<file path="src/rtl/pdt_pkg.sv">
package pdt_pkg;
  localparam int unsigned NUM_CH_DEF = 3;
  localparam int unsigned DT_W_DEF   = 8;

  // Complementary output pair of one bridge leg.
  typedef struct packed {
    logic hs;
    logic ls;
  } leg_t;

  // Output pair for a registered compare state, gated by a pending delay.
  function automatic leg_t leg_drive(input logic state, input logic hold);
    leg_t r;
    r.hs = state  & ~hold;
    r.ls = ~state & ~hold;
    return r;
  endfunction
endpackage

</file>
<file path="src/rtl/pdt_counter.sv">
module pdt_counter #(
  parameter int unsigned DT_W = 8
) (
  input  logic            clk,
  input  logic            rst_n,
  input  logic            clr,
  input  logic            tick,
  input  logic            armed,
  input  logic            load_req,
  input  logic [DT_W-1:0] load_val,
  output logic            busy
);
  logic [DT_W-1:0] cnt_q;
  logic            is_zero;

  assign is_zero = (cnt_q == '0);
  assign busy    = ~is_zero;

  always_ff @(posedge clk or negedge rst_n) begin
    if (!rst_n) begin
      cnt_q <= '0;
    end else if (clr || !armed) begin
      cnt_q <= '0;
    end else if (load_req && is_zero) begin
      cnt_q <= load_val;
    end else if (tick && !is_zero) begin
      cnt_q <= cnt_q - 1'b1;
    end
  end

  // clear empties the counter
  p_clear_r5: assert property (@(posedge clk) disable iff (!rst_n)
    clr |=> (cnt_q == '0));

  // a busy counter is never reloaded, it only holds or steps down
  p_no_reload_r3: assert property (@(posedge clk) disable iff (!rst_n)
    (!is_zero && !clr && armed) |=>
      ((cnt_q == $past(cnt_q)) || (cnt_q == $past(cnt_q) - 1'b1)));

  // without a tick a busy counter holds
  p_tick_hold_r4: assert property (@(posedge clk) disable iff (!rst_n)
    (!is_zero && !clr && armed && !tick) |=> $stable(cnt_q));

  // a channel that is not armed ends up idle
  p_idle_r7: assert property (@(posedge clk) disable iff (!rst_n)
    !armed |=> is_zero);
endmodule

</file>
<file path="src/rtl/pdt_channel.sv">
module pdt_channel
  import pdt_pkg::*;
#(
  parameter int unsigned DT_W = 8
) (
  input  logic            clk,
  input  logic            rst_n,
  input  logic            tick,
  input  logic            clr,
  input  logic            en,
  input  logic [DT_W-1:0] dt_val,
  input  logic            cmp_in,
  output leg_t            leg,
  output logic            running
);
  logic state_q;
  logic change;
  logic armed;
  logic busy;

  assign armed  = en && (dt_val != '0);
  assign change = (cmp_in != state_q);

  always_ff @(posedge clk or negedge rst_n) begin
    if (!rst_n) state_q <= 1'b0;
    else        state_q <= cmp_in;
  end

  pdt_counter #(.DT_W(DT_W)) u_cnt (
    .clk      (clk),
    .rst_n    (rst_n),
    .clr      (clr),
    .tick     (tick),
    .armed    (armed),
    .load_req (change),
    .load_val (dt_val),
    .busy     (busy)
  );

  assign leg     = leg_drive(state_q, busy);
  assign running = busy;

  // the side being released is off right after the change
  p_release_r8: assert property (@(posedge clk) disable iff (!rst_n)
    (change && !cmp_in) |=> !leg.hs);
  // an armed change from idle always opens a gap
  p_gap_r2: assert property (@(posedge clk) disable iff (!rst_n)
    (change && armed && !busy && !clr) |=> (!leg.hs && !leg.ls));
endmodule

</file>
<file path="src/rtl/pwm_deadtime_gen.sv">
module pwm_deadtime_gen
  import pdt_pkg::*;
#(
  parameter int unsigned NUM_CH = NUM_CH_DEF,
  parameter int unsigned DT_W   = DT_W_DEF
) (
  input  logic              clk,
  input  logic              rst_n,
  input  logic              tick_en,
  input  logic              dt_clr,
  input  logic [NUM_CH-1:0] dt_en,
  input  logic [DT_W-1:0]   dt_value,
  input  logic [NUM_CH-1:0] cmp_state,
  output logic [NUM_CH-1:0] hs_out,
  output logic [NUM_CH-1:0] ls_out,
  output logic [NUM_CH-1:0] dt_run
);
  leg_t legs [NUM_CH];

  for (genvar i = 0; i < NUM_CH; i++) begin : g_ch
    pdt_channel #(.DT_W(DT_W)) u_ch (
      .clk     (clk),
      .rst_n   (rst_n),
      .tick    (tick_en),
      .clr     (dt_clr),
      .en      (dt_en[i]),
      .dt_val  (dt_value),
      .cmp_in  (cmp_state[i]),
      .leg     (legs[i]),
      .running (dt_run[i])
    );
    assign hs_out[i] = legs[i].hs;
    assign ls_out[i] = legs[i].ls;
  end

  // never both sides of a leg on together
  p_no_overlap_r8: assert property (@(posedge clk) disable iff (!rst_n)
    (hs_out & ls_out) == '0);
  // a running channel drives neither side
  p_run_gap_r6: assert property (@(posedge clk) disable iff (!rst_n)
    (dt_run & (hs_out | ls_out)) == '0);
endmodule

</file>
<file path="config.mk">
export PLATFORM = sky130hd
export DESIGN_NAME = pwm_deadtime_gen
export DESIGN_NICKNAME = d
export VERILOG_FILES = /design/src/rtl/pdt_pkg.sv /design/src/rtl/pdt_counter.sv /design/src/rtl/pdt_channel.sv /design/src/rtl/pwm_deadtime_gen.sv
export SDC_FILE = /design/constraint.sdc
export NUM_CORES = 1
export LEC_CHECK = 0
export BUFFER_PORTS_ARGS = -buffer_cell sky130_fd_sc_hd__buf_2
export CAP_MARGIN = 20
export CORE_MARGIN = 2
export CORE_UTILIZATION = 50
export CTS_CLUSTER_SIZE = 20
export DETAILED_ROUTE_END_ITERATION = 8
export GPL_TIMING_DRIVEN = 0
export HOLD_SLACK_MARGIN = 0.15
export PLACE_DENSITY = 0.73
export SYNTH_ARGS = -nofsm -noshare
export SYNTH_HDL_FRONTEND = slang
export SYNTH_SLANG_ARGS = --single-unit
</file>
<file path="constraint.sdc">
create_clock -name clk -period 2.32 [get_ports clk]
set_input_delay 0.696 -clock clk [delete_from_list [all_inputs] [get_ports clk]]
set_output_delay 0.696 -clock clk [all_outputs]
set_load 0.05 [all_outputs]
</file>
# After elaboration in Yosys (flattened, before gate mapping)
# Index checks and enable logic that the tools add are counted.
[word_totals] inputBits=18 out_inout_bits=9 register_bits=27 wordCells=58
[op_classes] muxes=9 n_eq_ne=3 bitwise_logic=12 addsub=3 reduce_logical=25
[ops] op="2-to-1 mux 8 bit" count=9
[ops] op="zero test 8 bit" count=3
[ops] op="subtractor 8 x 1 -> 8 bit (second input constant)" count=3
[ops] op="logical AND 1 bit" count=9
[ops] op="nonzero test 3 bit" count=3
[ops] op="nonzero test 8 bit" count=1
[ops] op="AND 1 bit" count=6
[ops] op="zero test 1 bit" count=6
[ops] op="NOT 1 bit" count=6
[ops] op="logical OR 1 bit" count=3
[ops] op="inequality test 1 bit" count=3

# Logic depth before layout (Yosys ltp)
# Gate-level depths: netlist (run 1).
[logic_depth] word_depth=6 depth_mapped=7 mapped_depth_nobuf=7

# By module
# Synthesis (run 1) repeated with hierarchy kept, for this count alone.
[hier_totals] hier_cells=207 hier_area_um2=1914.3
[modules_own_cells] module="pdt_counter" instances=3 cells_per_inst=62 area_per_inst_um2=574.3
[modules_own_cells] module="pdt_channel" instances=3 cells_per_inst=7 area_per_inst_um2=63.8

# Worst setup path before layout (run 1)
# No wires, ideal clock.
[synth_path] path_kind="register to output" start="register g_ch[0].u_ch.u_cnt.cnt_q[0]" end="output ls_out[0]" t_required_ns=1.624 slack_ns=-0.464 t_arrival_ns=2.088 stages_incl_launch_ff=6 cell_sequence="dfrtp_1 inv_1 ha_1 nor4b_1 nand2_1 nor2_1"
[synth_between] elab_chain_len=2
[synth_rtl] item="start, declared" line_no="pdt_counter.sv:13" rtl="logic [DT_W-1:0] cnt_q;"
[synth_rtl] item="start signal, assigned" line_no="pdt_counter.sv:25" rtl="cnt_q <= load_val;"
[synth_rtl] item="start signal, assigned" line_no="pdt_counter.sv:27" rtl="cnt_q <= cnt_q - 1'b1;"
[synth_rtl] item="zero test 8 bit" line_no="pdt_counter.sv:16" rtl="assign is_zero = (cnt_q == '0);"
[synth_rtl] item="AND 1 bit" line_no="pdt_pkg.sv:15" rtl="r.ls = ~state & ~hold;"
[synth_rtl] item="end, declared" line_no="pwm_deadtime_gen.sv:15" rtl="output logic [NUM_CH-1:0] ls_out,"
# No other way between the ends.

# Worst setup path in the final report (run 1)
[layout_path] start="register g_ch[1].u_ch.u_cnt.cnt_q[1]" end="output dt_run[1]"
[layout_between] elab_chain_len=2
[layout_rtl] item="start, declared" line_no="pdt_counter.sv:13"
[layout_rtl] item="start signal, assigned" line_no="pdt_counter.sv:25"
[layout_rtl] item="start signal, assigned" line_no="pdt_counter.sv:27"
[layout_rtl] item="zero test 8 bit" line_no="pdt_counter.sv:16"
[layout_rtl] item="NOT 1 bit" line_no="pdt_counter.sv:17" rtl="assign busy = ~is_zero;"
[layout_rtl] item="end, declared" line_no="pwm_deadtime_gen.sv:16" rtl="output logic [NUM_CH-1:0] dt_run"
# No other way between the ends.

==> flow_summary_export.csv, run 1 <==
group,metric,value,unit
run_status,status,"complete, but fails checks",
run_status,violations,"setup timing",
placed_design,gp_routability_congestion,0.8535,
timing,finalSetupViolations,6,
yosys,syn_area_per_cell,8.813,um^2
pwr,swShare,49.37,%
die,rows,21,
yosys,postSynthCellCount,208,
timing,max_slew_margin,58.90,%
worst_setup_path,r2r-start,"g_ch[0].u_ch.u_cnt.cnt_q[0]$_DFFE_PN0P_",
cells_and_area,seqCellArea,678.2,um^2
grt,grt-ovfl-total,0,
timing,final_hold_viol_count,0,
grt,use_met2,47.79,%
pwr,power.leakage,1.102,nW
yosys,synth-seq-cells,27,
drt,dr.pass1.iters,4,
yosys,syn_area,1833,um^2
timing,drv_slew,0,
timing,max_freq,398.4,MHz
pwr,p_clk_share,5.5,%
placed_design,dp_worst_setup_slack,-0.2112,ns
yosys,synth_cell_type_count,55,
timing,tightest_slew,0.6165,ns
yosys,yosysTopAreaCell,"dfrtp_1",
worst_setup_path,critPathMaxFanout,3,
cells_and_area,multiInputGateArea,1214,um^2
clock_network,cts_htree_levels,1,
timing,fin_crit,2.510,ns
drt,drtAntennaViolNets,0,
cells_and_area,n_antenna_cell,0,
placed_design,dpl_cell_area,2053,um^2
yosys,ys_top_cells_by_area,"dfrtp_1 (37%), nand2_1 (4.5%), a21oi_1 (3.5%)",
worst_setup_path,cp.arrival,1.81,ns
timing,rsz0062_at_grt,"true",
yosys,synth.top_cell.area_share,36.86,%
placed_design,portBuffers,26,
worst_setup_path,crit_family,"simple AND/OR/NAND/NOR gates",
drt,drt-total-wl,5370,um
die,ios,27,
drt,wire_per_inst,17.61,um
clock_network,cts_tree,"built",
timing,finalCritPeriodShare,108.2,%
grt,gr-usage-met1,35.88,%
placed_design,dp.final_hpwl,3592,um
yosys,synth_edf_count,0,
die,initial_core_util,53.66,%
drt,drc,0,
grt,grt_pass1_wl,8887,um
pwr,ir_drop,1556,uV
drt,num_vias,1963,
die,die_y,64.55,um
pwr,p_per_area,1593,nW/um^2
clock_network,clk_latency,0.33,ns
timing,hold_slack,0.3458,ns
grt,grt_pass1_vias,1866,
worst_setup_path,slowest_delay,0.42,ns
worst_setup_path,worstSetupStartpoint,"g_ch[1].u_ch.u_cnt.cnt_q[1]$_DFFE_PN0P_",
timing,skew,0.001409,ns
cells_and_area,finalInstanceArea,2410,um^2
pwr,pwr-share-seq,19.2,%
drt,drt_iter0_markers,142,
worst_setup_path,worstPathCellList,"inv_2, ha_4, or3b_4, nor2_4, inv_4, buf_6, buf_8",
cells_and_area,nets,281,
worst_setup_path,worstSetupEndpointType,"primary output",
worst_setup_path,crit_required,1.62,ns
worst_setup_path,crit_path_start_kind,"register",
grt,grt_max_degree,28,
worst_setup_path,crit_type,"reg -> out",
die,die_area,4166,um^2
grt,grt_busiest_layer,"met2",
pwr,p_sw,1.895,mW
grt,grt_use_met3,2.431,%
drt,vias_per_cell,6.436,
yosys,seq_area_frac_synth,36.86,%
clock_network,cts_made_buffers,3,
cells_and_area,drive_above_1_share,32.82,%
job,maxCapViolCount,0,
cells_and_area,fillers,297,
clock_network,cts_root_buffer,"clkbuf_4",
clock_network,clkTransAtPathRegs,0.15,ns
cells_and_area,synthToLayoutAreaGrowth,31.47,%
die,dieWidth,64.55,um
clock_network,cts_sinks,27,
yosys,synth_common_cells,"dfrtp_1 (27), nand2_1 (22), a21oi_1 (13), nor2_1 (12), a31oi_1 (10)",
clock_network,clockBufferDepth,2,
worst_setup_path,crit_buf_inv,4,
yosys,yosys_warnings,0,
hold_path,min_path_type,"in -> async",
pwr,p_comb_share,75.3,%
die,core,3416,um^2
yosys,syn_nets,229,
worst_setup_path,cp_slowest_cell,"dfrtp_1",
grt,grtUsageTotal,27.31,%
pwr,p_int,1.944,mW
timing,fin_ws,-0.1903,ns
yosys,synth_ff_type,"dfrtp_1",
grt,antenna_found_initial,0,
clock_network,hold_buffers,0,
yosys,yosysMostFrequentCell,"dfrtp_1",
yosys,async_flop_share,100.0,%
## final timing paths
kind,to,slack [ns],depth (start not counted)
max,dt_run[1],-0.19,7
min,g_ch[0].u_ch.state_q$_DFF_PN0_,0.35,1
max reg2reg,g_ch[0].u_ch.u_cnt.cnt_q[0]$_DFFE_PN0P_,0.15,8
min reg2reg,g_ch[1].u_ch.u_cnt.cnt_q[3]$_DFFE_PN0P_,0.61,2
max in group asynchronous,g_ch[1].u_ch.u_cnt.cnt_q[4]$_DFFE_PN0P_,1.54,1
min in group clk,g_ch[1].u_ch.state_q$_DFF_PN0_,0.48,1
## layer usage
layer / vias up / routed length [um]
met4: 0 / 78
met3: 11 / 321
met5: - / 0
li1: 924 / -
met1: 953 / 2312
met2: 75 / 2658
## repair_timing
action | CTS | global route
gates cloned | 0 | 0
setup endpoints to repair | 9 | 10
pin swaps | 7 | 2
buffers inserted | 18 | 4
resized for setup | 45 | 5
## power by group through the flow
stage / Clock, mW / Combinational, mW / Sequential (mW)
after detailed placement: 0 / 2.14 / 0.718
after global placement: 0 / 2.12 / 0.713
after floorplan: 0 / 1.75 / 0.684
after CTS: 0.219 / 2.68 / 0.729
after global routing: 0.235 / 3.11 / 0.757
final: 0.213 / 2.89 / 0.736
## metrics by stage
stage / std cells / util, % / setup TNS, ns / total power, mW
5_1_grt: 305 / 70.55 / -1.267 / 4.104
3_3_place_gp: 280 / 60.11 / -1.027 / 2.829
4_1_cts: 301 / 69.19 / -0.5003 / 3.627
6_report: 305 / 70.55 / -0.4789 / 3.839
2_1_floorplan: 208 / - / -0.03914 / 2.435
3_5_place_dp: 280 / 60.11 / -1.219 / 2.860
## layout make-up
cell class | count | area share (%)
Sequential cell | 27 | 28.14
Multi-Input combinational cell | 167 | 50.36
Clock buffer | 3 | 0.9346
Timing Repair Buffer | 48 | 14.90
Inverter | 8 | 1.350
Tap cell | 46 | 2.388
Clock inverter | 1 | 0.2077
Buffer | 5 | 1.713
## worst reg2reg max path: cells and delay by family, from the launching register on
family                     cells  cell delay [ns]
adders and majority gates      1             0.14
DFF                            1             0.43
and+or+nand+nor                2             0.91
AOI/OAI and AO/OA              2             0.32
buffers and inverters          3             0.32
## flip-flops by register name, summed over array words and instances, names as in the netlist
register               flops
g_ch.u_ch.state_q          3
g_ch.u_ch.u_cnt.cnt_q     24
## logic make-up after synthesis
logic type      count (synthesis)  synth area share (%)
simple gates                   88                 28.12
mux                             3                 1.638
compound gates                 69                 25.87
flops                          27                 36.86
xor+xnor                        4                 1.912
fa+ha+maj                       3                 2.048
buf+inv                        14                 3.549
## cell usage in the layout, fill, tap and decap left out, types with 3 or more instances in the layout
cell	n
dfrtp_1	25
buf_4	23
nand2_1	21
buf_2	17
a21oi_1	13
a31oi_1	10
o21ai_0	9
nand3_1	9
nor2_1	8
buf_6	8
inv_2	6
and3_1	5
or3_1	5
or4_1	5
nand4_1	5
a22oi_1	4
nor2_4	3
xor2_1	3
or4b_1	3
nor4_1	3
a211o_1	3
mux2i_1	3
o2111ai_1	3
ha_4	3
clkbuf_4	3
buf_8	3
(Power assumes the default switching activity.)
==> inputs of run 2 (changes only) <==
CORE_ASPECT_RATIO = 0.7   (was not set)
==> flow_summary_export.csv, run 2 (synthesis gave the netlist of run 1 again) <==
group,metric,value,unit
die,initial_core_util,52.17,%
worst_setup_path,crit_required,1.62,ns
grt,grtUsageTotal,25.50,%
drt,dr.pass1.iters,5,
worst_setup_path,cp.arrival,1.80,ns
cells_and_area,finalInstanceArea,2452,um^2
timing,max_freq,401.3,MHz
timing,drv_slew,0,
cells_and_area,top_register,"g_ch.u_ch.u_cnt.cnt_q",
pwr,pwr-share-seq,18.5,%
pwr,swShare,49.13,%
die,ios,27,
clock_network,clockBufferDepth,2,
cells_and_area,fin_util,69.80,%
grt,grt_use_met3,3.630,%
timing,fin_crit,2.492,ns
job,maxCapViolCount,0,
clock_network,clkTransAtPathRegs,0.09,ns
cells_and_area,mostFrequentLayoutCells,"dfrtp_1 (25), buf_4 (22), nand2_1 (20)",
cells_and_area,synthToLayoutAreaGrowth,33.79,%
die,rows,18,
timing,finalSetupViolations,2,
worst_setup_path,slowest_delay,0.42,ns
timing,tns,-0.3332,ns
timing,skew,0.001554,ns
placed_design,gp_routability_congestion,0.8710,
worst_setup_path,crit_path_start_kind,"register",
worst_setup_path,crit_type,"reg -> out",
drt,drt-total-wl,5375,um
worst_setup_path,critPathMaxFanout,3,
hold_path,min_path_type,"in -> async",
timing,fin_ws,-0.1720,ns
placed_design,dp.final_hpwl,3440,um
cells_and_area,layout_commonest_cell,"dfrtp_1",
drt,drc,0,
pwr,ir_drop,2132,uV
clock_network,hold_buffers,0,
clock_network,cts_made_buffers,3,
drt,drt_iter0_markers,179,
cells_and_area,drive_above_1_share,33.20,%
cells_and_area,fillers,286,
grt,grt_pass1_vias,1636,
worst_setup_path,worstPathCellList,"inv_2, ha_4, or3b_4, nor2_4, inv_4, buf_6, buf_8",
timing,max_slew_margin,53.24,%
clock_network,cts_htree_levels,1,
clock_network,cts_sinks,27,
clock_network,cts_root_buffer,"clkbuf_8",
worst_setup_path,cp_slowest_cell,"dfrtp_1",
timing,tightest_slew,0.6990,ns
placed_design,dpl_cell_area,2058,um^2
grt,grt_pass1_wl,8162,um
placed_design,dpl.cell_count,284,
drt,vias_per_cell,6.291,
pwr,p_sw,1.929,mW
die,core,3513,um^2
placed_design,portBuffers,26,
run_status,violations,"setup timing",
pwr,p_int,1.997,mW
run_status,status,"complete, but fails checks",
clock_network,clk_latency,0.27,ns
grt,grt-ovfl-total,0,
die,dieWidth,76.37,um
placed_design,dp_worst_setup_slack,-0.2359,ns
die,die_y,54.66,um
cells_and_area,fin_cells,309,
timing,finalCritPeriodShare,107.4,%
clock_network,cts_tree,"built",
pwr,power.leakage,1.115,nW
timing,rsz0062_at_grt,"true",
grt,use_met2,40.56,%
cells_and_area,largestRegisters,"g_ch.u_ch.u_cnt.cnt_q (24), g_ch.u_ch.state_q (3)",
drt,wire_per_inst,17.39,um
drt,num_vias,1944,
cells_and_area,nets,281,
grt,antenna_found_initial,0,
timing,final_hold_viol_count,0,
pwr,p_comb_share,74.4,%
drt,drtAntennaViolNets,0,
grt,grt_busiest_layer,"met2",
pwr,p_per_area,1601,nW/um^2
pwr,p_clk_share,7.0,%
grt,gr-usage-met1,37.36,%
grt,grt_max_degree,28,
die,die_area,4174,um^2
worst_setup_path,worstSetupEndpointType,"primary output",
cells_and_area,largest_register_ffs,24,
cells_and_area,n_antenna_cell,0,
[run 2: worst paths after layout]
path / start / end / slack (ns) / cells past startpoint
worst max-delay path: g_ch[1].u_ch.u_cnt.cnt_q[1]$_DFFE_PN0P_ / dt_run[1] / -0.17 / 7
max in group asynchronous: rst_n / g_ch[1].u_ch.u_cnt.cnt_q[5]$_DFFE_PN0P_ / 1.46 / 1
worst max register to register: g_ch[1].u_ch.u_cnt.cnt_q[1]$_DFFE_PN0P_ / g_ch[1].u_ch.u_cnt.cnt_q[6]$_DFFE_PN0P_ / 0.09 / 8
worst min-delay path: rst_n / g_ch[0].u_ch.u_cnt.cnt_q[4]$_DFFE_PN0P_ / 0.42 / 1
min in group clk: cmp_state[2] / g_ch[2].u_ch.state_q$_DFF_PN0_ / 0.54 / 1
worst min register to register: g_ch[1].u_ch.u_cnt.cnt_q[3]$_DFFE_PN0P_ / g_ch[1].u_ch.u_cnt.cnt_q[3]$_DFFE_PN0P_ / 0.61 / 2
[run 2: power groups by stage]
stage	clock, mW	sequential [mW]	combinational [mW]
2_1_floorplan	0	0.684	1.75
3_3_place_gp	0	0.714	2.12
3_5_place_dp	0	0.716	2.13
4_1_cts	0.279	0.715	2.54
5_1_grt	0.294	0.744	3.15
6_report	0.275	0.728	2.92
[run 2: routing by layer]
metal,up-vias,wire [um],part of all wire (%)
li1,920,-,-
met1,943,2542,47
met2,75,2488,46
met3,6,277,5.2
met4,0,66,1.2
met5,-,0,0
[run 2: through the flow]
stage	total power [mW]	hold WS [ns]
after floorplan	2.435	0.4004
after global placement	2.830	0.5500
after detailed placement	2.844	0.5592
after CTS	3.536	0.4501
after global routing	4.185	0.4717
final	3.926	0.4214
[run 2: what timing repair did]
| item | 4_1_cts | 5_1_grt |
|---|---|---|
| setup buffers | 12 | 9 |
| pin swaps | 3 | 5 |
| setup endpoints to repair | 9 | 10 |
| cloned | 0 | 0 |
| resized for setup | 34 | 23 |
[run 2: cell type report]
cell class | count | area (um^2) | area share [%]
timing repair buffer | 47 | 355.3 | 14.49
tap | 50 | 62.56 | 2.551
clock buffer | 4 | 45.04 | 1.837
sequential | 27 | 678.2 | 27.65
buffer | 6 | 46.29 | 1.888
multi-input combinational | 167 | 1232 | 50.26
inverter | 8 | 32.53 | 1.327
[run 2: worst max-delay path, delay by kind of cell, from the launching register on]
family	cells	cell delay, ns
buffers and inverters	4	0.41
adders and majority gates	1	0.13
and+or+nand+nor	2	0.56
DFF	1	0.42
==> inputs of run 3 (changes only) <==
GPL_ROUTABILITY_DRIVEN = 0   (was not set)
RECOVER_POWER = 50   (was not set)
==> flow_summary_export.csv, run 3 (synthesis gave the netlist of run 1 again) <==
group,metric,value,unit
run_status,status,"complete, but fails checks",
run_status,violations,"setup timing",
placed_design,portBuffers,26,
pwr,ir_drop,2132,uV
die,die_y,54.66,um
drt,drt_iter0_markers,178,
worst_setup_path,r2r-start,"g_ch[1].u_ch.u_cnt.cnt_q[1]$_DFFE_PN0P_",
pwr,power.leakage,1.104,nW
worst_setup_path,cp.depth,7,
worst_setup_path,crit_required,1.62,ns
die,dieWidth,76.37,um
job,maxCapViolCount,0,
grt,grt_pass1_vias,1636,
die,die_area,4174,um^2
die,core,3513,um^2
worst_setup_path,crit_type,"reg -> out",
clock_network,cts_root_buffer,"clkbuf_8",
cells_and_area,drive_above_1_share,31.66,%
worst_setup_path,cp.arrival,1.80,ns
drt,num_vias,1950,
clock_network,clockBufferDepth,2,
die,initial_core_util,52.17,%
cells_and_area,layout_commonest_cell,"dfrtp_1",
cells_and_area,largestRegisters,"g_ch.u_ch.u_cnt.cnt_q (24), g_ch.u_ch.state_q (3)",
clock_network,clk_latency,0.28,ns
cells_and_area,synthToLayoutAreaGrowth,33.52,%
timing,fin_crit,2.496,ns
cells_and_area,top_register,"g_ch.u_ch.u_cnt.cnt_q",
timing,final_hold_viol_count,0,
drt,drt-total-wl,5371,um
placed_design,dp.final_hpwl,3440,um
die,rows,18,
timing,finalCritPeriodShare,107.6,%
timing,max_slew_margin,1.259,%
timing,skew,0.003070,ns
cells_and_area,nets,281,
die,ios,27,
worst_setup_path,reg2regPathDepth,8,
timing,finalSetupViolations,3,
worst_setup_path,worstPathCellList,"inv_2, ha_4, or3b_4, nor2_4, inv_4, buf_6, buf_8",
clock_network,cts_tree,"built",
grt,grt-ovfl-total,0,
drt,wire_per_inst,17.38,um
timing,max_freq,400.7,MHz
grt,grtUsageTotal,25.50,%
clock_network,clkTransAtPathRegs,0.10,ns
hold_path,hold_start,"cmp_state[2]",
drt,drc,0,
timing,tightest_slew,1.481,ns
cells_and_area,n_antenna_cell,0,
worst_setup_path,crit_family,"simple AND/OR/NAND/NOR gates",
clock_network,hold_buffers,0,
hold_path,min_path_type,"in -> reg",
clock_network,cts_sinks,27,
clock_network,cts_made_buffers,3,
worst_setup_path,slowest_delay,0.42,ns
cells_and_area,fillers,289,
cells_and_area,fin_util,69.66,%
drt,dr.pass1.iters,5,
worst_setup_path,critPathMaxFanout,3,
drt,drtAntennaViolNets,0,
hold_path,holdPathStages,1,
grt,antenna_found_initial,0,
worst_setup_path,cp_slowest_cell,"dfrtp_1",
pwr,p_per_area,1604,nW/um^2
placed_design,dp_worst_setup_slack,-0.2359,ns
timing,fin_ws,-0.1759,ns
timing,tns,-0.3444,ns
worst_setup_path,crit_path_start_kind,"register",
cells_and_area,mostFrequentLayoutCells,"dfrtp_1 (25), buf_4 (22), nand2_1 (20)",
worst_setup_path,crit_buf_inv,4,
timing,drv_slew,0,
grt,grt_pass1_wl,8162,um
clock_network,cts_htree_levels,1,
cells_and_area,largest_register_ffs,24,
grt,grt_max_degree,28,
worst_setup_path,worstSetupEndpointType,"primary output",
worst_setup_path,worstSetupStartpoint,"g_ch[1].u_ch.u_cnt.cnt_q[1]$_DFFE_PN0P_",
timing,rsz0062_at_grt,"true",
drt,vias_per_cell,6.311,
-- run 3: final timing paths --
path,to,slack [ns]
max in group asynchronous,g_ch[1].u_ch.u_cnt.cnt_q[5]$_DFFE_PN0P_,0.60
hold / removal,g_ch[2].u_ch.state_q$_DFF_PN0_,0.55
setup / recovery,dt_run[1],-0.18
min in group asynchronous,g_ch[0].u_ch.u_cnt.cnt_q[4]$_DFFE_PN0P_,0.76
hold reg to reg,g_ch[1].u_ch.u_cnt.cnt_q[3]$_DFFE_PN0P_,0.61
setup reg to reg,g_ch[1].u_ch.u_cnt.cnt_q[6]$_DFFE_PN0P_,0.08
-- run 3: cell type report --
class / count / area [um^2] / share of cell area (%)
inverter: 8 / 32.53 / 1.329
tap: 50 / 62.56 / 2.556
sequential: 27 / 678.2 / 27.71
buffer: 6 / 46.29 / 1.892
clock buffer: 4 / 45.04 / 1.840
multi-input combinational: 167 / 1232 / 50.36
timing repair buffer: 47 / 350.3 / 14.31
-- run 3: report_power, final --
part / total (mW) / internal, mW / switching (mW) / leakage [nW]
registers: 0.728 / 0.572 / 0.156 / 0.360
clock network: 0.279 / 0.123 / 0.155 / 0.0228
logic: 2.92 / 1.30 / 1.62 / 0.722
total: 3.93 / 2.00 / 1.93 / 1.10
-- run 3: per-layer routing --
metal  share of wire [%]  GRT usage [%]  vias up
met1                  46          37.36      942
met5                   0              0        -
met2                  46          40.56       78
met3                 6.7          3.630       10
met4                 1.7          5.758        0
li1                    -              -      920
-- run 3: metrics by stage --
stage	hold slack [ns]	cell area [um^2]	power [mW]	std cells
floorplan	0.4004	1866	2.435	208
global placement	0.5500	2058	2.830	284
detailed placement	0.5592	2058	2.844	284
CTS	0.4501	2302	3.536	300
global route	0.5468	2447	4.184	309
finish	0.5495	2447	3.926	309
-- run 3: what timing repair did --
| item | CTS | global route |
|---|---|---|
| endpoints found under the setup margin | 9 | 10 |
| gates resized for setup | 34 | 23 |
| cloned | 0 | 0 |
| setup buffers | 12 | 9 |
| pin swaps | 3 | 5 |
